--- src/rtl/flash_ecc_pkg.sv ---
package flash_ecc_pkg;
    localparam int DATA_W  = 32;
    localparam int HAM_W   = 6;
    localparam int CW_W    = DATA_W + HAM_W + 1;
    localparam int TOP_POS = CW_W - 1;
    localparam int NFLAG   = 3;

    localparam int FLG_ERASED = 0;
    localparam int FLG_CORR   = 1;
    localparam int FLG_UNCORR = 2;

    typedef enum logic [1:0] {
        CLS_CLEAN  = 2'd0,
        CLS_ERASED = 2'd1,
        CLS_CORR   = 2'd2,
        CLS_UNCORR = 2'd3
    } ecc_class_e;

    typedef enum logic {
        PIPE_IDLE = 1'b0,
        PIPE_HOLD = 1'b1
    } pipe_state_e;

    function automatic logic is_pow2(input int p);
        return (p & (p - 1)) == 0;
    endfunction

    // Position in the codeword that carries data bit j.
    function automatic int data_pos(input int j);
        int cnt;
        int res;
        cnt = 0;
        res = 0;
        for (int p = 1; p <= TOP_POS; p++) begin
            if (!is_pow2(p)) begin
                if (cnt == j) res = p;
                cnt++;
            end
        end
        return res;
    endfunction
endpackage

--- src/rtl/flash_ecc_enc.sv ---
module flash_ecc_enc
    import flash_ecc_pkg::*;
(
    input  logic [DATA_W-1:0] data,
    output logic [CW_W-1:0]   code
);
    logic [CW_W-1:0] placed;

    // Scatter data bits into non-power-of-two positions.
    genvar gj;
    generate
        for (gj = 0; gj < DATA_W; gj++) begin : g_place
            localparam int POS = data_pos(gj);
            assign placed[POS] = data[gj];
        end
        for (gj = 0; gj < HAM_W; gj++) begin : g_chk
            localparam int CPOS = 1 << gj;
            logic par;
            always_comb begin
                par = 1'b0;
                for (int p = 1; p <= TOP_POS; p++) begin
                    if (!is_pow2(p) && (((p >> gj) & 1) == 1)) par = par ^ placed[p];
                end
            end
            assign placed[CPOS] = par;
        end
    endgenerate

    assign placed[0] = ^placed[TOP_POS:1];
    assign code      = placed;
endmodule

--- src/rtl/flash_ecc_dec.sv ---
module flash_ecc_dec
    import flash_ecc_pkg::*;
(
    input  logic [CW_W-1:0]   code,
    output logic [DATA_W-1:0] data,
    output ecc_class_e        cls
);
    logic [HAM_W-1:0] syn;
    logic             par;
    logic             erased;
    logic [CW_W-1:0]  fixed;

    always_comb begin
        syn = '0;
        for (int p = 1; p <= TOP_POS; p++) begin
            if (code[p]) syn = syn ^ HAM_W'(p);
        end
        par    = ^code;
        erased = &code;
        fixed  = code;
        cls    = CLS_CLEAN;
        if (erased) begin
            cls = CLS_ERASED;
        end else if (!par && syn == '0) begin
            cls = CLS_CLEAN;
        end else if (par) begin
            if (syn == '0) begin
                fixed[0] = ~code[0];
                cls      = CLS_CORR;
            end else if (int'(syn) <= TOP_POS) begin
                for (int p = 1; p <= TOP_POS; p++) begin
                    if (p == int'(syn)) fixed[p] = ~code[p];
                end
                cls = CLS_CORR;
            end else begin
                cls = CLS_UNCORR;
            end
        end else begin
            cls = CLS_UNCORR;
        end
        for (int j = 0; j < DATA_W; j++) data[j] = fixed[data_pos(j)];
    end
endmodule

--- src/rtl/flash_ecc_route.sv ---
module flash_ecc_route
    import flash_ecc_pkg::*;
(
    input  logic             clk,
    input  logic             rst_n,
    input  logic             ev_valid,
    input  logic             ev_fetch,
    input  ecc_class_e       ev_cls,
    input  logic [NFLAG-1:0] clr_fetch,
    input  logic [NFLAG-1:0] clr_load,
    input  logic [NFLAG-1:0] en_fetch,
    input  logic [NFLAG-1:0] en_load,
    output logic [NFLAG-1:0] stat_fetch,
    output logic [NFLAG-1:0] stat_load,
    output logic             irq,
    output logic             nmi
);
    logic [NFLAG-1:0] hit;
    logic [NFLAG-1:0] set_f;
    logic [NFLAG-1:0] set_l;
    logic             fatal;

    always_comb begin
        hit = '0;
        unique case (ev_cls)
            CLS_CLEAN:  hit = '0;
            CLS_ERASED: hit[FLG_ERASED] = 1'b1;
            CLS_CORR:   hit[FLG_CORR]   = 1'b1;
            CLS_UNCORR: hit[FLG_UNCORR] = 1'b1;
        endcase
        set_f = (ev_valid &&  ev_fetch) ? hit : '0;
        set_l = (ev_valid && !ev_fetch) ? hit : '0;
        fatal = ev_valid && ev_fetch && (hit[FLG_ERASED] || hit[FLG_UNCORR]);
    end

    always_ff @(posedge clk or negedge rst_n) begin
        if (!rst_n) begin
            stat_fetch <= '0;
            stat_load  <= '0;
            nmi        <= 1'b0;
        end else begin
            stat_fetch <= (stat_fetch & ~clr_fetch) | set_f;
            stat_load  <= (stat_load  & ~clr_load)  | set_l;
            nmi        <= fatal;
        end
    end

    assign irq = (|(stat_fetch & en_fetch)) | (|(stat_load & en_load));

    AST_LOAD_NO_NMI: assert property (@(posedge clk) disable iff (!rst_n)
        (ev_valid && !ev_fetch) |=> !nmi);
    AST_NMI_CAUSE: assert property (@(posedge clk) disable iff (!rst_n)
        $rose(nmi) |-> $past(ev_valid && ev_fetch &&
                             (ev_cls == CLS_ERASED || ev_cls == CLS_UNCORR)));
    AST_FLAG_STICKY: assert property (@(posedge clk) disable iff (!rst_n)
        (stat_fetch[FLG_CORR] && !clr_fetch[FLG_CORR]) |=> stat_fetch[FLG_CORR]);
    AST_LOAD_STICKY: assert property (@(posedge clk) disable iff (!rst_n)
        (stat_load[FLG_UNCORR] && !clr_load[FLG_UNCORR]) |=> stat_load[FLG_UNCORR]);
    AST_SET_WINS: assert property (@(posedge clk) disable iff (!rst_n)
        (ev_valid && ev_fetch && ev_cls == CLS_CORR) |=> stat_fetch[FLG_CORR]);
endmodule

--- src/rtl/flash_ecc_guard.sv ---
module flash_ecc_guard
    import flash_ecc_pkg::*;
(
    input  logic              clk,
    input  logic              rst_n,
    input  logic [DATA_W-1:0] wr_data,
    output logic [CW_W-1:0]   wr_code,
    input  logic              rd_valid,
    input  logic              rd_fetch,
    input  logic [CW_W-1:0]   rd_code,
    output logic              rsp_valid,
    output logic [DATA_W-1:0] rsp_data,
    output logic [1:0]        rsp_class,
    input  logic [NFLAG-1:0]  clr_fetch,
    input  logic [NFLAG-1:0]  clr_load,
    input  logic [NFLAG-1:0]  irq_en_fetch,
    input  logic [NFLAG-1:0]  irq_en_load,
    output logic [NFLAG-1:0]  stat_fetch,
    output logic [NFLAG-1:0]  stat_load,
    output logic              irq,
    output logic              nmi
);
    logic [DATA_W-1:0] dec_data;
    ecc_class_e        dec_cls;
    pipe_state_e       state_q;
    pipe_state_e       state_d;
    logic [DATA_W-1:0] data_q;
    ecc_class_e        cls_q;

    flash_ecc_enc u_enc (.data(wr_data), .code(wr_code));

    flash_ecc_dec u_dec (.code(rd_code), .data(dec_data), .cls(dec_cls));

    flash_ecc_route u_route (
        .clk       (clk),
        .rst_n     (rst_n),
        .ev_valid  (rd_valid),
        .ev_fetch  (rd_fetch),
        .ev_cls    (dec_cls),
        .clr_fetch (clr_fetch),
        .clr_load  (clr_load),
        .en_fetch  (irq_en_fetch),
        .en_load   (irq_en_load),
        .stat_fetch(stat_fetch),
        .stat_load (stat_load),
        .irq       (irq),
        .nmi       (nmi)
    );

    always_comb begin
        state_d = state_q;
        unique case (state_q)
            PIPE_IDLE: state_d = rd_valid ? PIPE_HOLD : PIPE_IDLE;
            PIPE_HOLD: state_d = rd_valid ? PIPE_HOLD : PIPE_IDLE;
        endcase
    end

    always_ff @(posedge clk or negedge rst_n) begin
        if (!rst_n) begin
            state_q <= PIPE_IDLE;
        end else begin
            state_q <= state_d;
        end
    end

    always_ff @(posedge clk or negedge rst_n) begin
        if (!rst_n) begin
            data_q <= '0;
            cls_q  <= CLS_CLEAN;
        end else if (rd_valid) begin
            data_q <= dec_data;
            cls_q  <= dec_cls;
        end
    end

    assign rsp_valid = (state_q == PIPE_HOLD);
    assign rsp_data  = data_q;
    assign rsp_class = cls_q;

    AST_RSP_LATENCY: assert property (@(posedge clk) disable iff (!rst_n)
        rd_valid |=> rsp_valid);
    AST_RSP_DRAIN: assert property (@(posedge clk) disable iff (!rst_n)
        !rd_valid |=> !rsp_valid);
    AST_ERASED_CLASS: assert property (@(posedge clk) disable iff (!rst_n)
        (rd_valid && (&rd_code)) |=> (rsp_class == CLS_ERASED));
endmodule

--- config.mk ---
export PLATFORM = sky130hd
export DESIGN_NAME = flash_ecc_guard
export DESIGN_NICKNAME = d
export VERILOG_FILES = /design/src/rtl/flash_ecc_pkg.sv /design/src/rtl/flash_ecc_enc.sv /design/src/rtl/flash_ecc_dec.sv /design/src/rtl/flash_ecc_route.sv /design/src/rtl/flash_ecc_guard.sv
export SDC_FILE = /design/constraint.sdc
export NUM_CORES = 1
export LEC_CHECK = 0
export ABC_AREA = 1
export ABC_CLOCK_PERIOD_IN_PS = 1900
export BUFFER_PORTS_ARGS = -buffer_cell sky130_fd_sc_hd__buf_2
export CORE_ASPECT_RATIO = 0.5
export CORE_MARGIN = 5
export CORE_UTILIZATION = 49
export DETAILED_ROUTE_END_ITERATION = 10
export GPL_TIMING_DRIVEN = 0
export PLACE_DENSITY = 0.78
export SETUP_SLACK_MARGIN = 0.02
export SYNTH_ARGS = -nofsm -noshare
export SYNTH_HDL_FRONTEND = slang
export SYNTH_SLANG_ARGS = --single-unit
--- constraint.sdc ---
create_clock -name clk -period 1.9 [get_ports clk]
set_input_delay 0.19 -clock clk [delete_from_list [all_inputs] [get_ports clk]]
set_output_delay 0.19 -clock clk [all_outputs]
set_load 0.03 [all_outputs]
### Word level (Yosys, flattened, before mapping)

Cells that the tools add are included.
Widths: inputs -> output; s select.

| word-level totals | value |
|---|---|
| bits of input ports | 87 |
| word-level logic and storage cells | 323 |
| register bits | 42 |

| operators by class | value |
|---|---|
| muxes and demuxes | 93 |
| bitwise logic cells | 169 |
| eq/ne operators | 41 |
| order comparisons | 1 |
| reductions and logical operators | 13 |

Operators with widths:

| operator | number |
|---|---|
| $eq 6x6->1 const A | 23 |
| $mux 39 | 3 |
| $xor 1x1->1 | 84 |
| $mux 5 | 16 |
| $mux 38 | 2 |
| $eq 5x6->1 const A | 8 |
| $mux 1 | 45 |
| $not 3->3 | 15 |
| $mux 6 | 7 |
| $not 1->1 | 39 |
| $reduce_and 39->1 | 1 |
| $reduce_xor 39->1 | 1 |
| $reduce_xor 38->1 | 1 |
| $mux 4 | 8 |
| $not 2->2 | 13 |
| $eq 4x6->1 const A | 4 |
| $not 4->4 | 5 |
| $mux 3 | 6 |
| $and 3x3->3 | 4 |
| $eq 3x6->1 const A | 2 |
| $mux 2 | 6 |
| $eq 2x6->1 const A | 1 |
| $le 6x6->1 const B | 1 |
| $logic_not 6->1 | 1 |
| 10 further kinds | 21 |

### Logic depth before layout (Yosys ltp)

Gate-level depths: netlist of the first run.

| logic depth | value |
|---|---|
| depth in word-level cells | 80 |
| gate-level depth with buffers | 25 |
| mapped depth without buffers | 24 |

### Cells and area by module

From an unflattened synthesis of the first run, not the netlist that was laid out.

| unflattened totals | value |
|---|---|
| cell total of the unflattened synthesis | 1,095 |
| area, all modules | 6,388.6 um2 |

Modules (own cells, without submodules):

| module | area an instance (um2) | times used | seq. area each (um2) | cells an instance |
|---|---|---|---|---|
| flash_ecc_dec | 2,716.4 | 1 | 0.0 | 498 |
| flash_ecc_enc | 1,948.1 | 1 | 0.0 | 409 |
| flash_ecc_guard | 1,370.1 | 1 | 875.8 | 145 |
| flash_ecc_route | 354.1 | 1 | 175.2 | 43 |

### Worst setup path after synthesis of the first run

OpenSTA, ideal clock, no wires.

| timing | value |
|---|---|
| path type | input -> register |
| from | in rd_code[8] |
| to | reg data_q[22], in the netlist rsp_data[22] |
| library setup time | 118 ps |
| arrival time | 2,077 ps |
| path slack | -295 ps |
| stages | 16 |
| path through | ha_1 -> xor2_1 -> nand2_1 -> nand2_1 -> nand2_1 -> nand2_1 -> xnor2_2 -> nor2_4 -> buf_6 -> nand3_2 -> nand2_2 -> a21oi_2 -> buf_6 -> nand4_1 -> nand3_1 -> nand2_1 |

| between the ends | value |
|---|---|
| word-level cells in the longest chain between the ends | 53 |
| elaborated cells on any way between the ends | 59 |
| those cells by class | 1 x order compare; 1 x eq/ne; 37 x mux; 15 x bitwise; 5 x reduce/logical |

RTL lines:

| item | line | RTL |
|---|---|---|
| from (decl) | flash_ecc_guard.sv:10 | `input logic [CW_W-1:0] rd_code,` |
| branches (longest 52 deep; another with $mux 4) | n/a |  |
| $mux 39 (*) | flash_ecc_dec.sv:22 | `if (erased) begin` |
| to (signal assigned) | flash_ecc_guard.sv:71 | `data_q <= dec_data;` |
| to (decl) | flash_ecc_guard.sv:27 | `logic [DATA_W-1:0] data_q;` |

Every way passes the cells marked *.
A chain may end at the register's enable or synchronous reset.

### Worst setup path after layout of the first run

| timing | value |
|---|---|
| from | in wr_data[10] |
| to | out wr_code[0] |

| between the ends | value |
|---|---|
| word-level cells in the longest chain between the ends | 13 |
| elaborated cells on any way between the ends | 46 |
| those cells by class | 45 x bitwise; 1 x reduce/logical |

RTL lines:

| item | line | RTL |
|---|---|---|
| from (decl) | flash_ecc_guard.sv:6 | `input logic [DATA_W-1:0] wr_data,` |
| $xor 1x1->1 (12 in a row) | flash_ecc_enc.sv:22 | `if (!is_pow2(p) && (((p >> gj) & 1) == 1)) par = par ^ placed[p];` |
| $reduce_xor 38->1 (*) | flash_ecc_enc.sv:29 | `assign placed[0] = ^placed[TOP_POS:1];` |
| to (decl) | flash_ecc_guard.sv:7 | `output logic [CW_W-1:0] wr_code,` |

Every way passes the cells marked *; elsewhere a longest branch is shown, timed or not.

==> key figures, run 1 <==
Detailed routing
  • Vias: 7457
  • DRT iter0 DRCs: 610
  • DR WL met2: 10600 um
  • Top layer used by detailed routing: met4
  • DR WL met3: ~2700 um
  • Routed len/inst: 16.7 um
  • Routed Antenna Nets: 0
  • Drt first pass iters: 5
  • Mean number of vias per cell: 5.23
  • Detailed-route wire length: 23800 um
  • DRC viols: 0
  • Met1 wire length: 9760 um

Pwr
  • Power per cell area: between 1000 and 1500 nW/um^2
  • Worst VDD drop: 1.20 mV
  • Pleak: 4.95 nW
  • Total Power: 13.4 mW

Synthesis
  • Mapped cell area: 6170 sq um
  • Synth warn: 0
  • Average size of a mapped cell: 6.01 sq um
  • Synthesized instance count: 1027
  • Top_reg_cell synth: dfrtp_1
  • Post-synth EDFFs: 0
  • Syn Nets: 1133
  • Cell variety after synth: 36
  • Sequential fraction of the synthesis area: 0.170
  • Post-synthesis register bit count: 42
  • Ys async rst share: 1.00

GRT
  • Grt ovf: 0
  • Vias in the first global route: 6993
  • Initial antenna violation count: 0
  • Pin count of the biggest net entering global routing: 43
  • Gr usage total: 0.300
  • First-pass GRT wire length: 35900 um

Clock network
  • Clock slew at reported path FFs: approximately 0.060 ns
  • CTS buffer count: 5
  • Clk root buf: clkbuf_16
  • # clock sinks: between 40 and 50
  • H-tree Lvls: 2
  • Worst skew pair latency: 0.28 ns
  • CTS max path bufs: 2
  • CTS tree: built

Final layout
  • Fin area: 9190 sq um
  • P&R area growth vs syn: 48.8%
  • Most frequent cells in the layout: 418 x nand2_1, 136 x buf_2, 85 x buf_4
  • Non-Filler Instances: 1426
  • Share of cells above drive strength 1: 0.387
  • Post-layout nets: 1362
  • Antenna diode count: 0
  • Most common cell after layout, fill and taps aside: nand2_1

Status
  • Failing checks: setup timing
  • Status: finished, violations left

Timing
  • Final setup skew: 0 ns
  • Setup ws final: -0.422 ns
  • Max frequency: 0.431 GHz
  • RSZ-0062 raised after global routing: yes
  • Worst slew margin: 0.405
  • Final Hold Vio Count: 0
  • Final worst-path cycle share: 1.22
  • # setup viols final: 40
  • Worst Tran Pin Value: just under 0.9 ns
  • Final slew viol count: 0
  • Final setup TNS: -12.15 ns
  • Post-layout minimum cycle time: 2.32 ns

Placed design
  • RePlAce Congestion: 0.992
  • DP Wirelength: 18100 um
  • Port buffer count: between 150 and 200
  • Placed insts: 1363
  • Placed cell areas: between 7000 and 8000 sq um

Floorplanning
  • Initial Utilization: 0.495
  • Row count: 29
  • Chip Height: 89.4 um
  • Die Wd: approximately 170 um
  • Die Area: 15100 sq um
  • Num ports: approximately 170
  • Core area: ~12000 sq um

Flow run
  • Max Cap Violations: 0

Worst setup path
  • Setup CP Type: primary input to output port
  • Startpoint Class: primary input
  • CP max FO: 5
  • Critical path endpoint category: output port
  • Data required time at the worst endpoint: 1.71 ns
  • Critical Path AT: 2.13 ns

Hold path
  • HP Class: primary input to register
-- sequential cells by signal (all words and copies together) (netlist names) --
name                cells
u_route.stat_fetch      3
u_route.nmi             1
rsp_class               2
rsp_data               32
u_route.stat_load       3
rsp_valid               1
-- where the power goes --
group | switching (mW) | internal (mW)
clock | 0.330 | 0.474
combinational | 6.44 | 4.81
sequential | 0.159 | 1.18
-- critical path: stages --
cell	delay, ns
buf_2	0.17
inv_1	0.11
xor2_2	0.19
xor2_1	0.25
xor2_1	0.25
buf_4	0.15
inv_1	0.03
nand2_1	0.06
nand2_1	0.05
nand2_1	0.07
nand2_2	0.07
nand2_2	0.06
inv_1	0.04
nor2_2	0.14
nor2_4	0.06
nor2_4	0.10
buf_6	0.13
-- metrics by stage --
stage | hold WS (ns) | utilization | worst slack, ns
finish | 0.0347 | 0.736 | -0.422
global placement | 0.315 | 0.603 | -0.757
global route | 0.0375 | 0.736 | -0.575
CTS | 0.0335 | 0.708 | -0.379
detailed placement | 0.323 | 0.603 | -0.774
floorplan | -0.106 | - | -0.179
-- layer usage --
layer	track usage	vias to the layer above
met5	0	-
met2	0.506	396
met3	0.0716	67
li1	-	3608
met1	0.386	3386
met4	0.0950	0
-- layout make-up --
cell class	instances	area [sq um]
fillers	1003	3290
multi-input cells	808	5200
clock buffers	5	125
plain buffers	74	622
well taps	170	213
inverters	103	414
clock inverters	2	10.0
flip-flops and latches	42	1050
repair buffers	222	1550
-- timing repair --
action                     in CTS  in global routing
gates resized for setup       205                 68
gates cloned                    6                  1
buffers inserted               42                 14
hold buffers                    0                  0
setup endpoints to repair      45                 47
pin swaps                      88                 93
-- Yosys cell counts (all sizes together), types with 7 or more instances --
cell type  number  area (sq um)
nand4          49           307
xnor2          76           711
nand3          63           330
ha             19           238
nor3            9          45.0
o21ai           7          35.0
buf            63           433
nand2         476          1810
xor2           49           444
clkbuf         13          48.8
nor2           40           201
inv           101           379
dfrtp          42          1050
-- logic make-up (layout without fill, tap and decap cells) --
kind of cell / count (synthesis) / after routing / share of synthesized area
compound gates: 18 / 19 / 0.0195
simple gates: 644 / 645 / 0.444
flops: 42 / 42 / 0.170
fa+ha+maj: 19 / 19 / 0.0385
xor+xnor: 125 / 125 / 0.187
buf+inv: 179 / 406 / 0.141
-- path summary, 6_finish.rpt --
| check | startpoint | slack, ns | cells after the start | to |
|---|---|---|---|---|
| min | rd_valid | 0.03 | 1 | rsp_valid |
| min reg2reg | rsp_data[24] | 0.46 | 2 | rsp_data[24] |
| max in group asynchronous | rst_n | 1.31 | 1 | rsp_data[27] |
| max reg2reg | rsp_data[31] | 1.20 | 2 | rsp_data[31] |
| min in group asynchronous | rst_n | 0.04 | 1 | rsp_data[17] |
| max | wr_data[10] | -0.42 | 17 | wr_code[0] |
No activity file was read; power rests on OpenSTA's default activity.
==> inputs of run 2 (changes only) <==
Settings changed: CORE_UTILIZATION 49 to 50, PLACE_DENSITY 0.78 to 0.79, SYNTH_HIERARCHICAL from default to 1.
==> run 2 against run 1 <==
Against the previous run: the run still ends with setup timing left; setup slack lost 0.047 ns; critical path depth rose by 4; global-route usage down 5.1 points; synthesized cell count is 6.6% higher; first-iteration DRC count is 3.1% lower; critical path type is now primary input to register; critical endpoint is now rsp_data[18]; largest cell class unchanged.
==> key figures, run 2 <==
Worst setup path
  • CP dominant cell by count: nand2_1
  • Worst reg2reg path depth: 2
  • Setup CP Type: primary input to register
  • Worst r2r src: u_route/stat_fetch[0]
  • CP startpoint: rd_code[13]
  • Slowest cell delay on critical path: 0.26 ns
  • CP max FO: 7
  • Worst r2r dst: u_route/stat_fetch[0]
  • Critical path endpoint category: register
  • Slowest stage cell, crit path: nand4_1
  • Crit path cell chain: buf_2, buf_6, inv_1, nand2_1, nand3_1, nand2_2, nand3_1, nand2_2, nand2_1, nand2_2, nand2_4, a21oi_4, nand4_1, nand2_2, inv_4, nand2_2, nand2_1, nand2_1, inv_1, nand2_1, nand2_1
  • Startpoint Class: primary input
  • Data required time at the worst endpoint: 2.07 ns
  • CP endpoint: rsp_data[18]
  • Critical Path AT: approximately 2.5 ns
  • Reg-to-reg slack, setup: 1.21 ns

Clock network
  • CTS max path bufs: 2
  • H-tree Lvls: 2
  • # clock sinks: between 40 and 50
  • Worst skew pair latency: 0.28 ns
  • CTS tree: built
  • CTS buffer count: 5
  • Clk root buf: clkbuf_16
  • Clock slew at reported path FFs: about 0.06 ns
  • Post-CTS Hold Buffers: 0

Timing
  • Setup ws final: -0.469 ns
  • Final Hold Vio Count: 0
  • Hold Slack: 0.0484 ns
  • Final setup skew: 0 ns
  • Worst slew margin: 0.380
  • Post-layout minimum cycle time: 2.37 ns
  • Final worst-path cycle share: 1.25
  • RSZ-0062 raised after global routing: yes
  • Max frequency: between 0.4 and 0.5 GHz
  • Final slew viol count: 0
  • Worst Tran Pin Value: around 0.93 ns
  • # setup viols final: 42

Synthesis
  • Mapped cell area: ~6400 sq um
  • Synth warn: 6
  • Share of the synthesized area in the top cell type: 0.290
  • Average size of a mapped cell: 5.83 sq um
  • Post-synth EDFFs: 0
  • Cell variety after synth: 37
  • Ys async rst share: 1.00
  • Synthesized instance count: 1095
  • Top post-synthesis cells by area: nand2_1 29%, dfrtp_1 16%, xor2_1 8.5%, inv_1 7.0%, xnor2_1 6.2%
  • Yosys top cell by area: nand2_1
  • Post-synthesis register bit count: 42
  • Most common library cells after synthesis: 494 x nand2_1, 119 x inv_1, 62 x xor2_1, 61 x nand3_1, 58 x nor2_1
  • Top_reg_cell synth: dfrtp_1
  • Dominant cell by count in the synthesized netlist: nand2_1
  • Syn Nets: 1201
  • Sequential fraction of the synthesis area: 0.165

GRT
  • Initial antenna violation count: 0
  • First-pass GRT wire length: approximately 32000 um
  • Gr usage total: 0.249
  • Pin count of the biggest net entering global routing: between 40 and 50
  • Grt ovf: 0
  • Vias in the first global route: 6959

Placed design
  • Placed insts: 1429
  • DP Wirelength: 15600 um
  • Port buffer count: 164
  • Placed cell areas: between 7000 and 8000 sq um
  • RePlAce Congestion: approximately 0.93

Final layout
  • Max reg flops: 32
  • Fin area: 10100 sq um
  • Multi-input logic area: just under 6000 sq um
  • Register Area: roughly 1100 sq um
  • Most frequent cells in the layout: 354 x nand2_1, 142 x nand2_2, 120 x buf_2
  • Share of cells above drive strength 1: 0.503
  • P&R area growth vs syn: 57.4%
  • Non-Filler Instances: 1489
  • Fillers: 798
  • Most common cell after layout, fill and taps aside: nand2_1
  • Post-layout nets: 1424
  • Layout Utilization: 0.798
  • Antenna diode count: 0

Pwr
  • Worst VDD drop: 0.736 mV
  • Power per cell area: 785 nW/um^2
  • Total Power: 7.90 mW
  • Pleak: 5.52 nW

Detailed routing
  • DRC viols: 0
  • Vias: 7939
  • DRT iter0 DRCs: 591
  • Mean number of vias per cell: 5.33
  • Drt first pass iters: 7
  • Routed Antenna Nets: 0
  • Routed len/inst: 16.2 um
  • Detailed-route wire length: 24100 um

Floorplanning
  • Chip Height: between 80 and 90 um
  • Num ports: between 150 and 200
  • Die Area: 15300 sq um
  • Core area: 12600 sq um
  • Initial Utilization: 0.507
  • Die Wd: 170 um
  • Row count: 29

Status
  • Failing checks: setup timing
  • Status: finished, violations left

Flow run
  • Max Cap Violations: 0

Hold path
  • HP Class: primary input to asynchronous set/reset pin
-- run 2: cell families after synthesis --
kind of cell    Yosys count  share of synthesized area
simple gates            695                      0.460
buf+inv                 210                      0.160
xor+xnor                112                      0.159
flops                    42                      0.165
fa+ha+maj                19                     0.0372
compound gates           17                     0.0192
-- run 2: how the worst min path moves through the flow --
stage                        start                    end  slack [ns]  cells past startpoint
after floorplan              rst_n           rsp_class[0]       -0.11                      0
after CTS                    rst_n  u_route/stat_fetch[1]        0.08                      1
final                        rst_n            rsp_data[0]        0.05                      1
after global routing      rd_valid              rsp_valid        0.08                      1
after global placement       rst_n            rsp_data[0]        0.36                      1
after detailed placement  rd_valid              rsp_valid        0.37                      1
-- run 2: repair_timing --
action / CTS / global route
pin swaps: 85 / 164
gates resized for setup: 175 / 310
setup endpoints to repair: 42 / 44
setup buffers: 23 / 30
-- run 2: layout make-up --
type | count | area share
Buffer | 61 | 0.0521
Tap cell | 170 | 0.0212
Clock inverter | 1 | 0.00299
Clock buffer | 7 | 0.0132
Sequential cell | 42 | 0.105
Inverter | 149 | 0.0627
Timing Repair Buffer | 216 | 0.158
Multi-Input combinational cell | 843 | 0.585
-- run 2: metal layers --
metal / global-route usage / wire length, um
met4: 0.113 / 1550
met1: 0.287 / 8570
met2: 0.463 / 12100
met3: 0.0263 / 1800
met5: 0 / 0
-- run 2: critical path, delay by kind of cell --
kind / cells / cell delay, ns
AND/OR/NAND/NOR: 15 / 1.63
buffers and inverters: 5 / 0.48
AO/OA/AOI/OAI: 1 / 0.23
-- run 2: metrics by stage --
stage                     worst slack [ns]  TNS [ns]
after floorplan                     -0.129     -3.17
after global placement              -0.619    -22.83
after detailed placement            -0.755    -25.93
after CTS                           -0.241     -5.64
after global routing                -0.572    -16.73
final                               -0.469    -13.69
-- run 2: power by group --
part           internal (mW)  leakage [nW]  total, mW  switching [mW]
Combinational           2.21          4.93       5.82            3.61
Clock                  0.621        0.0781      0.954           0.333
Sequential              1.03         0.517       1.12          0.0886
==> inputs of run 3 (changes only) <==
Settings changed: CELL_PAD_IN_SITES_DETAIL_PLACEMENT from default to 0, CELL_PAD_IN_SITES_GLOBAL_PLACEMENT from default to 1, CORE_UTILIZATION 50 to 33, PLACE_DENSITY 0.79 to default, PLACE_DENSITY_LB_ADDON from default to 0.1.
==> run 3 against run 2 <==
Against the previous run: the flow still finishes with violations (setup timing); sequential power is essentially flat; global-route usage is 6.7 points lower; utilization decreased by 28 points; non-clock buffer count grew 4; clock power fell by 12%; critical endpoint is now rsp_data[11].
==> key figures, run 3 (same netlist as run 2, synthesis figures left out) <==
Status
  • Status: finished, violations left
  • Failing checks: setup timing

GRT
  • Grt ovf: 0
  • Vias in the first global route: 6647
  • First-pass GRT wire length: 32800 um
  • Initial antenna violation count: 0
  • Gr usage total: 0.182
  • Pin count of the biggest net entering global routing: 43

Worst setup path
  • Reg-to-reg slack, setup: 1.26 ns
  • Top delay family on crit path: simple AND/OR/NAND/NOR gates
  • Data required time at the worst endpoint: 2.07 ns
  • Startpoint Class: primary input
  • Bufs and invs on worst path: 6
  • Worst reg2reg path depth: 2
  • Critical path endpoint category: register
  • WP depth: 20
  • Slowest cell delay on critical path: 0.29 ns
  • Critical Path AT: 2.36 ns
  • CP max FO: 5
  • Setup CP Type: primary input to register
  • Slowest stage cell, crit path: ha_4
  • CP dominant cell by count: nand2_1
  • Crit path cell chain: buf_4, ha_4, xnor2_2, xor2_1, inv_1, nand2_2, nand2_1, nand2_2, nand2_4, inv_1, nand2_1, inv_2, nand2_1, nand3b_1, inv_1, nand3_1, nand2_1, inv_1, nand2_1, nand2_1

Final layout
  • Post-layout nets: 1428
  • Antenna diode count: 0
  • Fillers: 1944
  • Max reg flops: 32
  • Most common cell after layout, fill and taps aside: nand2_1
  • Non-Filler Instances: ~1600
  • P&R area growth vs syn: 56.6%
  • Share of cells above drive strength 1: 0.497
  • Most frequent cells in the layout: 358 x nand2_1, 152 x nand2_2, 118 x buf_2

Clock network
  • CTS buffer count: 5
  • CTS tree: built
  • Clk root buf: clkbuf_16
  • Clock slew at reported path FFs: 0.06 ns
  • CTS max path bufs: 2
  • Worst skew pair latency: 0.27 ns
  • H-tree Lvls: 2
  • # clock sinks: 42

Detailed routing
  • Routed len/inst: 13.4 um
  • Detailed-route wire length: 21400 um
  • DRC viols: 0
  • Drt first pass iters: 4
  • DRT iter0 DRCs: 256
  • Vias: between 7000 and 8000
  • Mean number of vias per cell: 4.47
  • Routed Antenna Nets: 0

Placed design
  • Port buffer count: 164
  • Placed insts: 1525
  • DP Wirelength: 17200 um
  • RePlAce Congestion: 0.859

Timing
  • Post-layout minimum cycle time: 2.19 ns
  • Worst Tran Pin Value: 0.918 ns
  • Max frequency: 0.457 GHz
  • Worst slew margin: 0.388
  • Setup ws final: -0.286 ns
  • # setup viols final: 42
  • Final setup skew: 0 ns
  • Final Hold Vio Count: 0
  • RSZ-0062 raised after global routing: yes
  • Final worst-path cycle share: 1.15
  • Final slew viol count: 0

Pwr
  • Power per cell area: between 700 and 800 nW/um^2
  • Total Power: ~7.5 mW
  • Worst VDD drop: 0.497 mV
  • Pleak: 5.40 nW

Flow run
  • Max Cap Violations: 0

Floorplanning
  • Die Wd: 207 um
  • Core area: 19200 sq um
  • Die Area: 22400 sq um
  • Row count: 36
  • Num ports: between 150 and 200
  • Chip Height: between 100 and 150 um
  • Initial Utilization: 0.332

Hold path
  • HP Class: primary input to asynchronous set/reset pin
run 3: cell types whose count changed in the layout (fill, tap and decap cells not counted), sizes merged:
cell,delta
buf,+6
bufinv,-1
clkbuf,-2
clkinv,+2
clkinvlp,-1
run 3: cell type report:
type                       count  area, sq um  share of cell area
inverter                     149          637              0.0637
multi-input combinational    843         5720               0.572
buffer                        61          498              0.0498
clock inverter                 1         5.00            0.000500
tap                          266          333              0.0333
timing repair buffer         220         1620               0.162
sequential                    42         1050               0.105
clock buffer                   7          143              0.0143
run 3: metal layers:
| layer | vias up | global-route usage | routed length (um) |
|---|---|---|---|
| met4 | 0 | 0.0273 | 185 |
| li1 | 3713 | - | - |
| met1 | 3225 | 0.230 | 9320 |
| met3 | 14 | 0.0141 | 876 |
| met2 | 155 | 0.346 | 11000 |
| met5 | - | 0 | 0 |
run 3: where the power goes:
part	total, mW	switching [mW]	internal, mW
clock network	0.838	0.317	0.520
registers	1.11	0.0806	1.03
logic	5.51	3.32	2.19
total	7.46	3.72	3.74
run 3: worst paths after layout:
path / startpoint / to
min in group clk: rd_valid / rsp_valid
hold / removal: rst_n / rsp_data[12]
setup reg to reg: u_route/stat_load[2] / u_route/stat_load[2]
max in group asynchronous: rst_n / u_route/stat_fetch[0]
hold reg to reg: rsp_data[24] / rsp_data[24]
setup / recovery: rd_code[3] / rsp_data[11]
run 3: timing repair:
action / CTS / global route
gates resized for setup: 273 / 161
setup buffers: 43 / 13
endpoints found under the setup margin: 42 / 42
hold buffers: 0 / 0
pin swaps: 165 / 110
gates cloned: 0 / 0
run 3: stage by stage:
stage               instance area, sq um  setup WS [ns]   util  setup TNS, ns  hold slack (ns)
finish                             10000         -0.286  0.520          -8.17           0.0478
global route                       10000         -0.444  0.520         -14.94           0.0989
CTS                                 9350         -0.246  0.486          -6.46           0.0868
detailed placement                  7910         -0.734  0.411         -26.91            0.373
global placement                    7910         -0.747  0.411         -26.26            0.371
floorplan                           6750         -0.129      -          -3.17           -0.106
